**src/rtl/cal_pkg.sv**
```systemverilog
package cal_pkg;

  typedef enum logic [1:0] {
    ST_IDLE   = 2'd0,
    ST_SETTLE = 2'd1,
    ST_VOTE   = 2'd2,
    ST_DONE   = 2'd3
  } cal_state_e;

endpackage

```
**src/rtl/cal_vote.sv**
```systemverilog
module cal_vote #(
  parameter int VOTE_N = 16
) (
  input  logic clk,
  input  logic rst_n,
  input  logic clr,
  input  logic en,
  input  logic smp,
  output logic last,
  output logic maj
);
  localparam int CW  = $clog2(VOTE_N);
  localparam int OW  = $clog2(VOTE_N + 1);
  localparam int OW1 = OW + 1;

  logic [CW-1:0] cnt_q, cnt_d;
  logic [OW-1:0] ones_q, ones_d;
  logic [OW:0]   total;

  always_comb begin
    cnt_d  = cnt_q;
    ones_d = ones_q;
    if (clr) begin
      cnt_d  = '0;
      ones_d = '0;
    end else if (en) begin
      cnt_d  = cnt_q + 1'b1;
      ones_d = ones_q + OW'(smp);
    end
  end

  always_ff @(posedge clk or negedge rst_n) begin
    if (!rst_n) begin
      cnt_q  <= '0;
      ones_q <= '0;
    end else begin
      cnt_q  <= cnt_d;
      ones_q <= ones_d;
    end
  end

  assign total = {1'b0, ones_q} + OW1'(smp);
  assign last  = en && (cnt_q == CW'(VOTE_N - 1));
  assign maj   = total > OW1'(VOTE_N / 2);

  // ones never outrun the samples taken
  a_r6_ones_bound: assert property (@(posedge clk) disable iff (!rst_n)
    en |-> ({1'b0, ones_q} <= OW1'(cnt_q)));

endmodule

```
**src/rtl/cal_trim_bank.sv**
```systemverilog
module cal_trim_bank #(
  parameter int NENT = 120,
  parameter int TW   = 4
) (
  input  logic                 clk,
  input  logic                 rst_n,
  input  logic                 busy,
  input  logic                 wr_en,
  input  logic                 wr_init,
  input  logic [$clog2(NENT)-1:0] wr_addr,
  input  logic [TW-1:0]        wr_data,
  input  logic                 sat_set,
  input  logic [$clog2(NENT)-1:0] sat_addr,
  input  logic                 host_we,
  input  logic [$clog2(NENT)-1:0] host_addr,
  input  logic [TW-1:0]        host_data,
  output logic [NENT*TW-1:0]   codes_o,
  output logic [NENT-1:0]      sat_o
);
  localparam int AW = $clog2(NENT);
  localparam logic [TW-1:0] MID = TW'(1 << (TW - 1));

  logic [TW-1:0] code_q [NENT];
  logic [NENT-1:0] sat_q;

  for (genvar i = 0; i < NENT; i++) begin : g_ent
    logic [TW-1:0] code_d;
    logic          sat_d;
    logic          cal_hit, host_hit, sat_hit;

    assign cal_hit  = wr_en && (wr_addr == AW'(i));
    assign host_hit = host_we && !busy && (host_addr == AW'(i));
    assign sat_hit  = sat_set && (sat_addr == AW'(i));

    always_comb begin
      code_d = code_q[i];
      if (cal_hit)       code_d = wr_data;
      else if (host_hit) code_d = host_data;
    end

    always_comb begin
      sat_d = sat_q[i];
      if (cal_hit && wr_init) sat_d = 1'b0;
      else if (sat_hit)       sat_d = 1'b1;
    end

    always_ff @(posedge clk or negedge rst_n) begin
      if (!rst_n) begin
        code_q[i] <= MID;
        sat_q[i]  <= 1'b0;
      end else begin
        code_q[i] <= code_d;
        sat_q[i]  <= sat_d;
      end
    end

    assign codes_o[i*TW +: TW] = code_q[i];
  end

  assign sat_o = sat_q;

  // a visit always opens at mid-scale
  a_r3_init_mid: assert property (@(posedge clk) disable iff (!rst_n)
    (wr_en && wr_init) |-> (wr_data == MID));

  // search writes move the stored code by one
  a_r4_unit_step: assert property (@(posedge clk) disable iff (!rst_n)
    (wr_en && !wr_init) |->
      ((wr_data == code_q[wr_addr] + 1'b1) || (wr_data == code_q[wr_addr] - 1'b1)));

  // saturation only marked at an end of the code range
  a_r5_sat_at_limit: assert property (@(posedge clk) disable iff (!rst_n)
    sat_set |-> ((code_q[sat_addr] == '0) || (code_q[sat_addr] == '1)));

  // host writes have no effect while calibrating
  a_r9_host_blocked: assert property (@(posedge clk) disable iff (!rst_n)
    (busy && !wr_en) |=> $stable(codes_o));

endmodule

```
**src/rtl/cal_fsm.sv**
```systemverilog
module cal_fsm
  import cal_pkg::*;
#(
  parameter int NSL  = 8,
  parameter int NCMP = 15,
  parameter int TW   = 4,
  parameter int SETW = 8
) (
  input  logic                        clk,
  input  logic                        rst_n,
  input  logic                        start,
  input  logic [SETW-1:0]             settle_cycles,
  input  logic                        vote_last,
  input  logic                        vote_maj,
  output logic                        busy,
  output logic                        done,
  output logic [$clog2(NSL)-1:0]      slice_o,
  output logic [$clog2(NCMP)-1:0]     cmp_o,
  output logic [$clog2(NSL*NCMP)-1:0] idx_o,
  output logic                        wr_en,
  output logic                        wr_init,
  output logic [$clog2(NSL*NCMP)-1:0] wr_addr,
  output logic [TW-1:0]               wr_data,
  output logic                        sat_set,
  output logic                        vote_clr,
  output logic                        vote_en
);
  localparam int NENT = NSL * NCMP;
  localparam int AW   = $clog2(NENT);
  localparam int SW   = $clog2(NSL);
  localparam int CW   = $clog2(NCMP);
  localparam logic [TW-1:0] MID      = TW'(1 << (TW - 1));
  localparam logic [TW-1:0] MAXC     = {TW{1'b1}};
  localparam logic [AW-1:0] LAST     = AW'(NENT - 1);
  localparam logic [CW-1:0] CMP_LAST = CW'(NCMP - 1);

  cal_state_e      state_q, state_d;
  logic [SETW-1:0] cnt_q, cnt_d;
  logic [SW-1:0]   slice_q, slice_d;
  logic [CW-1:0]   cmp_q, cmp_d;
  logic [AW-1:0]   idx_q, idx_d;
  logic [TW-1:0]   code_q, code_d;
  logic            pol_q, pol_d;
  logic            first_q, first_d;

  logic            dir_dn, at_lim, do_step, do_adv;
  logic [TW-1:0]   step_code;

  assign dir_dn    = first_q ? vote_maj : pol_q;
  assign at_lim    = pol_q ? (code_q == '0) : (code_q == MAXC);
  assign step_code = dir_dn ? (code_q - 1'b1) : (code_q + 1'b1);

  always_comb begin
    state_d  = state_q;
    cnt_d    = cnt_q;
    slice_d  = slice_q;
    cmp_d    = cmp_q;
    idx_d    = idx_q;
    code_d   = code_q;
    pol_d    = pol_q;
    first_d  = first_q;
    wr_en    = 1'b0;
    wr_init  = 1'b0;
    wr_addr  = idx_q;
    wr_data  = code_q;
    sat_set  = 1'b0;
    vote_clr = 1'b0;
    vote_en  = 1'b0;
    do_step  = 1'b0;
    do_adv   = 1'b0;

    unique case (state_q)
      ST_IDLE, ST_DONE: begin
        if (start) begin
          slice_d = '0;
          cmp_d   = '0;
          idx_d   = '0;
          code_d  = MID;
          first_d = 1'b1;
          cnt_d   = settle_cycles;
          wr_en   = 1'b1;
          wr_init = 1'b1;
          wr_addr = '0;
          wr_data = MID;
          state_d = ST_SETTLE;
        end
      end
      ST_SETTLE: begin
        vote_clr = 1'b1;
        if (cnt_q == '0) state_d = ST_VOTE;
        else             cnt_d   = cnt_q - 1'b1;
      end
      ST_VOTE: begin
        vote_en = 1'b1;
        if (vote_last) begin
          if (first_q) begin
            pol_d   = vote_maj;
            first_d = 1'b0;
            do_step = 1'b1;
          end else if (vote_maj != pol_q) begin
            do_adv = 1'b1;
          end else if (at_lim) begin
            sat_set = 1'b1;
            do_adv  = 1'b1;
          end else begin
            do_step = 1'b1;
          end
        end
      end
      default: state_d = ST_IDLE;
    endcase

    if (do_step) begin
      code_d  = step_code;
      wr_en   = 1'b1;
      wr_data = step_code;
      cnt_d   = settle_cycles;
      state_d = ST_SETTLE;
    end

    if (do_adv) begin
      if (idx_q == LAST) begin
        state_d = ST_DONE;
      end else begin
        idx_d = idx_q + 1'b1;
        if (cmp_q == CMP_LAST) begin
          cmp_d   = '0;
          slice_d = slice_q + 1'b1;
        end else begin
          cmp_d = cmp_q + 1'b1;
        end
        code_d  = MID;
        first_d = 1'b1;
        wr_en   = 1'b1;
        wr_init = 1'b1;
        wr_addr = idx_q + 1'b1;
        wr_data = MID;
        cnt_d   = settle_cycles;
        state_d = ST_SETTLE;
      end
    end
  end

  always_ff @(posedge clk or negedge rst_n) begin
    if (!rst_n) begin
      state_q <= ST_IDLE;
      cnt_q   <= '0;
      slice_q <= '0;
      cmp_q   <= '0;
      idx_q   <= '0;
      code_q  <= MID;
      pol_q   <= 1'b0;
      first_q <= 1'b0;
    end else begin
      state_q <= state_d;
      cnt_q   <= cnt_d;
      slice_q <= slice_d;
      cmp_q   <= cmp_d;
      idx_q   <= idx_d;
      code_q  <= code_d;
      pol_q   <= pol_d;
      first_q <= first_d;
    end
  end

  assign busy    = (state_q == ST_SETTLE) || (state_q == ST_VOTE);
  assign done    = (state_q == ST_DONE);
  assign slice_o = slice_q;
  assign cmp_o   = cmp_q;
  assign idx_o   = idx_q;

  // checker counter: cycles since the last code load
  logic [SETW:0] since_wr_q;
  always_ff @(posedge clk or negedge rst_n) begin
    if (!rst_n)                  since_wr_q <= '0;
    else if (wr_en)              since_wr_q <= '0;
    else if (since_wr_q != '1)   since_wr_q <= since_wr_q + 1'b1;
  end

  // voting starts exactly settle_cycles+1 cycles after a load
  a_r7_settle_window: assert property (@(posedge clk) disable iff (!rst_n)
    (state_q == ST_VOTE && $past(state_q) == ST_SETTLE) |->
      (since_wr_q == ({1'b0, settle_cycles} + 1'b1)));

  // visit index only advances by one or restarts at zero
  a_r2_index_order: assert property (@(posedge clk) disable iff (!rst_n)
    (idx_q != $past(idx_q)) |-> ((idx_q == $past(idx_q) + 1'b1) || (idx_q == '0)));

  // done only follows work on the final entry
  a_r8_done_after_last: assert property (@(posedge clk) disable iff (!rst_n)
    $rose(done) |-> ($past(busy) && $past(idx_q) == LAST));

endmodule

```
**src/rtl/cmp_trim_seq.sv**
```systemverilog
module cmp_trim_seq #(
  parameter int NSL    = 8,
  parameter int NCMP   = 15,
  parameter int TW     = 4,
  parameter int VOTE_N = 16,
  parameter int SETW   = 8
) (
  input  logic                         clk,
  input  logic                         rst_n,
  input  logic                         start,
  input  logic [SETW-1:0]              settle_cycles,
  input  logic [NSL*NCMP-1:0]          cmp_in,
  input  logic                         host_we,
  input  logic [$clog2(NSL*NCMP)-1:0]  host_addr,
  input  logic [TW-1:0]                host_data,
  output logic                         done,
  output logic                         stim_en,
  output logic [$clog2(NSL)-1:0]       stim_slice,
  output logic [$clog2(NCMP)-1:0]      stim_cmp,
  output logic [NSL*NCMP*TW-1:0]       trim_codes,
  output logic [NSL*NCMP-1:0]          sat_flags
);
  localparam int NENT = NSL * NCMP;
  localparam int AW   = $clog2(NENT);

  logic          busy;
  logic [AW-1:0] idx;
  logic          wr_en, wr_init, sat_set;
  logic [AW-1:0] wr_addr;
  logic [TW-1:0] wr_data;
  logic          vote_clr, vote_en, vote_last, vote_maj;

  cal_fsm #(.NSL(NSL), .NCMP(NCMP), .TW(TW), .SETW(SETW)) u_fsm (
    .clk           (clk),
    .rst_n         (rst_n),
    .start         (start),
    .settle_cycles (settle_cycles),
    .vote_last     (vote_last),
    .vote_maj      (vote_maj),
    .busy          (busy),
    .done          (done),
    .slice_o       (stim_slice),
    .cmp_o         (stim_cmp),
    .idx_o         (idx),
    .wr_en         (wr_en),
    .wr_init       (wr_init),
    .wr_addr       (wr_addr),
    .wr_data       (wr_data),
    .sat_set       (sat_set),
    .vote_clr      (vote_clr),
    .vote_en       (vote_en)
  );

  cal_vote #(.VOTE_N(VOTE_N)) u_vote (
    .clk   (clk),
    .rst_n (rst_n),
    .clr   (vote_clr),
    .en    (vote_en),
    .smp   (cmp_in[idx]),
    .last  (vote_last),
    .maj   (vote_maj)
  );

  cal_trim_bank #(.NENT(NENT), .TW(TW)) u_bank (
    .clk       (clk),
    .rst_n     (rst_n),
    .busy      (busy),
    .wr_en     (wr_en),
    .wr_init   (wr_init),
    .wr_addr   (wr_addr),
    .wr_data   (wr_data),
    .sat_set   (sat_set),
    .sat_addr  (idx),
    .host_we   (host_we),
    .host_addr (host_addr),
    .host_data (host_data),
    .codes_o   (trim_codes),
    .sat_o     (sat_flags)
  );

  assign stim_en = busy;

endmodule

```
**config.mk**
```make
export PLATFORM = sky130hd
export DESIGN_NAME = cmp_trim_seq
export DESIGN_NICKNAME = d
export VERILOG_FILES = /design/src/rtl/cal_pkg.sv /design/src/rtl/cal_vote.sv /design/src/rtl/cal_trim_bank.sv /design/src/rtl/cal_fsm.sv /design/src/rtl/cmp_trim_seq.sv
export SDC_FILE = /design/constraint.sdc
export NUM_CORES = 1
export LEC_CHECK = 0
export BUFFER_PORTS_ARGS = -buffer_cell sky130_fd_sc_hd__buf_2
export CORE_AREA = 5 5 292 294
export CTS_BUF_LIST = sky130_fd_sc_hd__clkbuf_4
export DETAILED_ROUTE_END_ITERATION = 10
export DIE_AREA = 0 0 297 299
export PLACE_DENSITY = 0.69
export SETUP_SLACK_MARGIN = 0.15
export SLEW_MARGIN = 20
export SYNTH_ARGS = -nofsm -noshare
export SYNTH_HDL_FRONTEND = slang
export SYNTH_SLANG_ARGS = --single-unit
```
**constraint.sdc**
```tcl
create_clock -name clk -period 7.6 [get_ports clk]
set_input_delay 1.52 -clock clk [delete_from_list [all_inputs] [get_ports clk]]
set_output_delay 1.52 -clock clk [all_outputs]
set_load 0.01 [all_outputs]
```
==> metrics, run 1 <==
hold_sp u_fsm.slice_o[2]; Leak around 21 nW; fin nets approximately 3700; clk_lat worst skew around 1.0 ns; clock slew at reported path FFs approximately 0.06 ns; vias in the first global route around 28000; FMAX between 0.1 and 0.15 GHz; WP data required approximately 8.5 ns; Tot GR Track Use slightly below 30%; unrepaired setup endpoints after global routing false; DR iter-0 viols 2295; top-level I/O count between 700 and 800; setup tns final 0 ns; Worst EP arrival between 7 and 8 ns; FF/Latch Area 16100 µm²; Post-Synthesis Cells roughly 2700; Starting Density slightly below 40%; Seq/Total Area, Yosys about half; largest area contributor in the netlist dfrtp_1; commonest non-fill, non-tap cells in the layout 962 x mux2i_1, 746 x buf_2, 517 x dfrtp_1; Yosys top cell area share between 40% and 50%; CTS sink count 639; Multi-input gate area 15100 µm²; gr ovfl total 0; critical path launch point type flip-flop; CTS tree built; CP Class flip-flop to flip-flop; vias per cell around 5.7; RePlAce Congestion between 0.9 and 1; initial antenna violation count 14; Crit Reg-Reg Endpoint u_bank.codes_o[175]; H-Tree Depth 4; Routed wire per std cell between 20 and 30 µm; PwrDens 233 nW/µm²; minimum clock period after layout between 6 and 7 ns; Die Y approximately 300 µm; worst setup path startpoint u_fsm.idx_o[0]; die area roughly 89000 µm²; post-route ant nets 0; worst-margin pin slew ~1.0 ns; post-CTS setup repair buffer count 0; Clock Skew 0.0442 ns; Post-Syn Nets a little under 3000; hold-fix buffers at CTS 0; Final Hold Viols 0; most common cell after layout, fill and taps aside mux2i_1; Seq cells post-synth ~640; asr flop ratio synth 100%; largest net degree at the start of global routing ~170; clk root buf clkbuf_4; via count about 27000; Setup Viol. Count Final 0; DP HPWL approximately 97 mm; Area Overhead vs Synth 24.7%; Ys Warns 0; DRC viols 0; maximum VDD drop 131 µV; clk buf depth 3; Worst Path Max Fanout 30; total length of routed wires between 100 and 150 mm; Post-Syn Area 32000 µm²; unique cell type count in the Yosys netlist 59; number of I/O port buffers about 750; Max-slew headroom between 30% and 40%; Post-DP Area ~38000 µm²; end of the worst hold path u_fsm.slice_o[2]; Core ar. 82600 µm²; top cells by area, synth dfrtp_1 41%, mux2i_1 30%, dfstp_2 9.9%; Final Max Slew Viols 0; first-pass GRT wire length 197 mm; cell area after layout 39900 µm²; drt pass-1 iters 8; worst flop-to-flop path startpoint u_fsm.idx_o[0]; row cnt between 100 and 150; reg2reg setup slack roughly 0.86 ns; CTS resizes 0; final worst path period share between 80% and 90%; Post-Syn Area per Cell between 10 and 15 µm²; CTS Buf Count approximately 180; layout cells sized above 1 36.7%; Max-Cap Viols 0; main flop type after synthesis dfrtp_1; outcome completed; Layout fillers 7698; Post-synth EDFFs 0; Critical Path End Type flip-flop; type of the most critical hold path flip-flop to flip-flop; R2R depth 17; Die W 297 µm; worst hold stages 1
==> cells in the mapped netlist (3+ instances only) <==
library cell / count
dfrtp_1: 518
nor3_1: 41
a31oi_1: 38
a21o_1: 3
nor2b_1: 18
dfstp_2: 121
a32oi_1: 3
and2_0: 8
o21ai_0: 38
clkbuf_1: 189
nor3_2: 4
and3_1: 19
a21oi_1: 231
nor3b_1: 4
o21ai_1: 3
o211ai_1: 4
nor2_1: 164
or2_2: 3
o22ai_1: 4
ha_1: 16
or3_1: 13
xor2_1: 3
nand2_1: 170
o21a_1: 3
a22o_1: 4
buf_1: 13
and2_1: 14
mux2i_1: 962
nor4_1: 5
mux4_2: 39
buf_2: 5
nand2b_1: 4
nand3_1: 26
inv_1: 22
==> per-stage QoR <==
stage / hold WS, ns / power, mW / worst slack (ns) / std cells / util [%]
after CTS: 0.492 / 9.37 / 0.874 / 4805 / 48.2
after global routing: 0.498 / 9.77 / 0.608 / 4814 / 48.3
after detailed placement: 0.508 / 6.07 / 0.168 / 4486 / 45.4
final: 0.515 / 9.30 / 0.863 / 4817 / 48.3
after floorplan: 0.457 / 5.08 / 0.883 / 2744 / -
after global placement: 0.482 / 6.02 / 0.218 / 4486 / 45.4
==> power breakdown <==
group / switching (mW) / total (mW) / internal [mW]
combinational: 1.24 / 1.93 / 0.696
sequential: 0.258 / 4.09 / 3.83
clock: 1.56 / 3.28 / 1.72
==> per-layer routing <==
metal / GRT usage, % / share of wire [%] / vias up
li1: - / - / 11645
met1: 36.1 / 38 / 13836
met5: 0 / 0.029 / -
met3: 8.30 / 8.8 / 335
met2: 48.7 / 48 / 1598
met4: 14.5 / 5.2 / 6
==> sequential cells by signal (all words and copies together), names as in the netlist <==
register        flops
u_fsm.idx_o         7
u_bank.codes_o    480
u_fsm.first_q       1
u_fsm.pol_q         1
u_fsm.cnt_q         8
u_fsm.state_q       2
u_fsm.slice_o       3
u_bank.sat_o      120
u_vote.cnt_q        4
u_vote.ones_q       5
u_fsm.code_q        4
u_fsm.cmp_o         4
==> how the worst max path moves through the flow <==
stage                     endpoint  slack (ns)  cells past startpoint
5_1_grt        u_bank.codes_o[175]        0.61                     18
6_report       u_bank.codes_o[175]        0.86                     17
3_3_place_gp   u_bank.codes_o[173]        0.22                     17
4_1_cts        u_bank.codes_o[175]        0.87                     17
2_1_floorplan  u_bank.codes_o[252]        0.88                     16
3_5_place_dp   u_bank.codes_o[175]        0.17                     17
==> cells by family after synthesis <==
group	share of synthesized area [%]
fa+ha+maj	0.688
compound gates	5.98
simple gates	7.13
flops	50.5
xor+xnor	0.110
mux	32.9
buf+inv	2.74
==> area by class of cell <==
cell class / instances / share of cell area [%]
Timing Repair Buffer: 869 / 12.1
Multi-Input combinational cell: 1873 / 37.9
Clock buffer: 277 / 5.21
Antenna cell: 12 / 0.0753
Inverter: 25 / 0.235
Sequential cell: 639 / 40.5
Clock inverter: 42 / 0.624
Tap cell: 1080 / 3.39
==> worst max-delay path, cell delays in order, from the launching register on <==
cell and delay, ns:
dfrtp_2 0.47, buf_12 0.28, mux4_2 0.55, mux4_2 0.56
mux4_2 0.49, mux2_2 0.30, ha_1 0.23, ha_1 0.31
or4_1 0.58, a21oi_2 0.28, o21ai_1 0.13, o21a_1 0.33
a22oi_4 0.41, clkinv_1 0.40, nor3_2 0.40, buf_4 0.27
and2_0 0.38, mux2i_1 0.24
(Power assumes the default switching activity.)
==> inputs of run 2 (changes only) <==
Settings changed: CORE_AREA 5 5 292 294 to 5 5 290 292, DIE_AREA 0 0 297 299 to 0 0 295 297, PLACE_DENSITY 0.69 to 0.7.
Clock period 7.6 ns to 8.42 ns, I/O delays scaled along.
==> run 2 against run 1 <==
Net effect: worst setup slack improved by 0.0062 ns; sequential cell count unchanged; register-to-register slack barely moved.
==> metrics, run 2 (same netlist as run 1, synthesis figures left out) <==
outcome completed; WP depth 17 (unchanged); worst hold stages 1 (unchanged); via count 27183 (-0.86%); largest net degree at the start of global routing 168 (-3.4%); setup tns final 0 ns (unchanged); Die Y 297 µm (-0.67%); Crit path max-delay family multiplexers; Tot GR Track Use 30.5% (+0.83 points); Critical Path Max Stage Delay 0.97 ns (+0.39 ns); RePlAce Congestion 0.851 (-9.1%); FMAX 0.132 GHz (-11%); Worst EP arrival 8.41 ns (+0.76 ns); gr ovfl total 0 (unchanged); critical path launch point type flip-flop; CTS tree built; Starting Density 39.3% (+0.62 points); layout cells sized above 1 36.4% (-0.29 points); pre-CTS setup slack 0.279 ns (+0.110 ns); H-Tree Depth 4 (unchanged); DP HPWL 95.9 mm (-0.90%); most common cell after layout, fill and taps aside mux2i_1; minimum clock period after layout 7.55 ns (+0.814 ns); WP data required 9.27 ns (+0.75 ns); clk buf depth 3 (unchanged); Most Frequent Cell on Critical Path mux4_2; clk_lat worst skew 1.07 ns (+0.03 ns); CTS sink count 639 (unchanged); Worst Path Max Fanout 22 (-27%); die area 87600 µm² (-1.3%); vias per cell 5.69 (about the same); worst-margin pin slew 1.23 ns (+0.189 ns); CTS Buf Count 174 (-2.2%); fin nets 3722 (-0.64%); setup ws final 0.869 ns (+0.00622 ns); CP bufs+invs 3 (unchanged); initial antenna violation count 13 (-1); Setup Viol. Count Final 0 (unchanged); Crit Reg-Reg Endpoint u_bank.codes_o[100]; CP Class flip-flop to flip-flop; maximum VDD drop 141 µV (+7.1%); PwrDens 212 nW/µm² (-9.1%); Max-slew headroom 17.7% (-13 points); Final Hold Viols 0 (unchanged); type of the most critical hold path flip-flop to flip-flop; clk root buf clkbuf_4; drt pass-1 iters 5 (-3); unrepaired setup endpoints after global routing false; Critical Path End Type flip-flop; R2R depth 17 (unchanged); end of the worst hold path u_fsm.slice_o[2]; row cnt 105 (-0.94%); Clock Skew 0.0908 ns (+0.0466 ns); post-CTS setup repair buffer count 0 (unchanged); Max-Cap Viols 0 (unchanged); clock slew at reported path FFs 0.07 ns (about the same); final worst path period share 89.7% (+1.0 points); hold_sp u_fsm.slice_o[2]; Die W 295 µm (-0.67%); total length of routed wires 139 mm (+0.87%); Leak 21.1 nW (-0.46%); Routed wire per std cell 29.1 µm (+1.7%); CTS resizes 0 (unchanged); worst flop-to-flop path startpoint u_fsm.idx_o[1]; commonest non-fill, non-tap cells in the layout 962 x mux2i_1, 746 x buf_2, 516 x dfrtp_1; DRC viols 0 (unchanged); vias in the first global route 27462 (-0.42%); hold-fix buffers at CTS 0 (unchanged); number of I/O port buffers 751 (unchanged); DR iter-0 viols 2057 (-10%); worst hold slack 0.513 ns (-0.00187 ns); first-pass GRT wire length 198 mm (+0.85%); Final Max Slew Viols 0 (unchanged); top-level I/O count 752 (unchanged); reg2reg setup slack 0.87 ns (about the same); Core ar. 81300 µm² (-1.6%); critical-path cell list buf_4 > mux4_2 > mux4_2 > mux4_2 > mux2_2 > ha_1 > ha_1 > or4_1 > a21oi_2 > o21ai_1 > o21a_1 > a21oi_2 > inv_1 > buf_4 > nor3_2 > nand2_1 > mux2i_1; CP max stage cell dfrtp_1; Area Overhead vs Synth 24.2%; max reg flops 480 (unchanged); post-route ant nets 0 (unchanged)
-- run 2: cell types whose count changed in the layout (fill, tap and decap cells not counted), sizes merged --
cell | previous run | this run
buf | 869 | 849
bufinv | 2 | 3
clkbuf | 277 | 281
clkinv | 34 | 26
clkinvlp | 4 | 3
diode | 12 | 7
inv | 27 | 28
-- run 2: how the worst max path moves through the flow --
stage / from / end / slack [ns]
after detailed placement: cmp_in[75] / u_bank.codes_o[100] / 0.28
after CTS: u_fsm.idx_o[1] / u_bank.codes_o[357] / 0.82
after global routing: u_fsm.idx_o[0] / u_bank.codes_o[356] / 0.44
after floorplan: cmp_in[63] / u_bank.codes_o[252] / 1.54
final: u_fsm.idx_o[1] / u_bank.codes_o[100] / 0.87
after global placement: cmp_in[75] / u_bank.codes_o[44] / 0.32
-- run 2: power by group --
group	leakage, nW	internal [mW]	total (mW)	switching [mW]
Sequential	8.39	3.45	3.67	0.220
Combinational	11.3	0.617	1.75	1.13
Clock	1.40	1.60	3.00	1.40
-- run 2: area by class of cell --
type | instances | area [µm²]
Fill cell | 7434 | 41600
Sequential cell | 639 | 16100
Multi-Input combinational cell | 1873 | 15100
Timing Repair Buffer | 849 | 4650
Clock buffer | 281 | 2110
Tap cell | 1070 | 1340
Clock inverter | 35 | 244
Inverter | 25 | 93.8
Antenna cell | 7 | 17.5
-- run 2: layer usage --
| layer | part of all wire (%) | wire length, µm | up-vias | track usage [%] |
|---|---|---|---|---|
| met5 | 0.016 | 22 | - | 0 |
| met4 | 5.6 | 7760 | 6 | 14.6 |
| met3 | 8.7 | 12100 | 349 | 8.10 |
| met2 | 48 | 66600 | 1456 | 50.2 |
| met1 | 38 | 52500 | 13771 | 37.3 |
| li1 | - | - | 11601 | - |
-- run 2: per-stage QoR --
step                area, µm²  power, mW  util, %  instances
CTS                     39700       8.47     48.8       4771
finish                  39700       8.42     48.9       4779
global placement        37300       5.42     45.9       4455
global route            39700       8.82     48.9       4777
floorplan               32000       4.59        -       2744
detailed placement      37300       5.46     45.9       4455
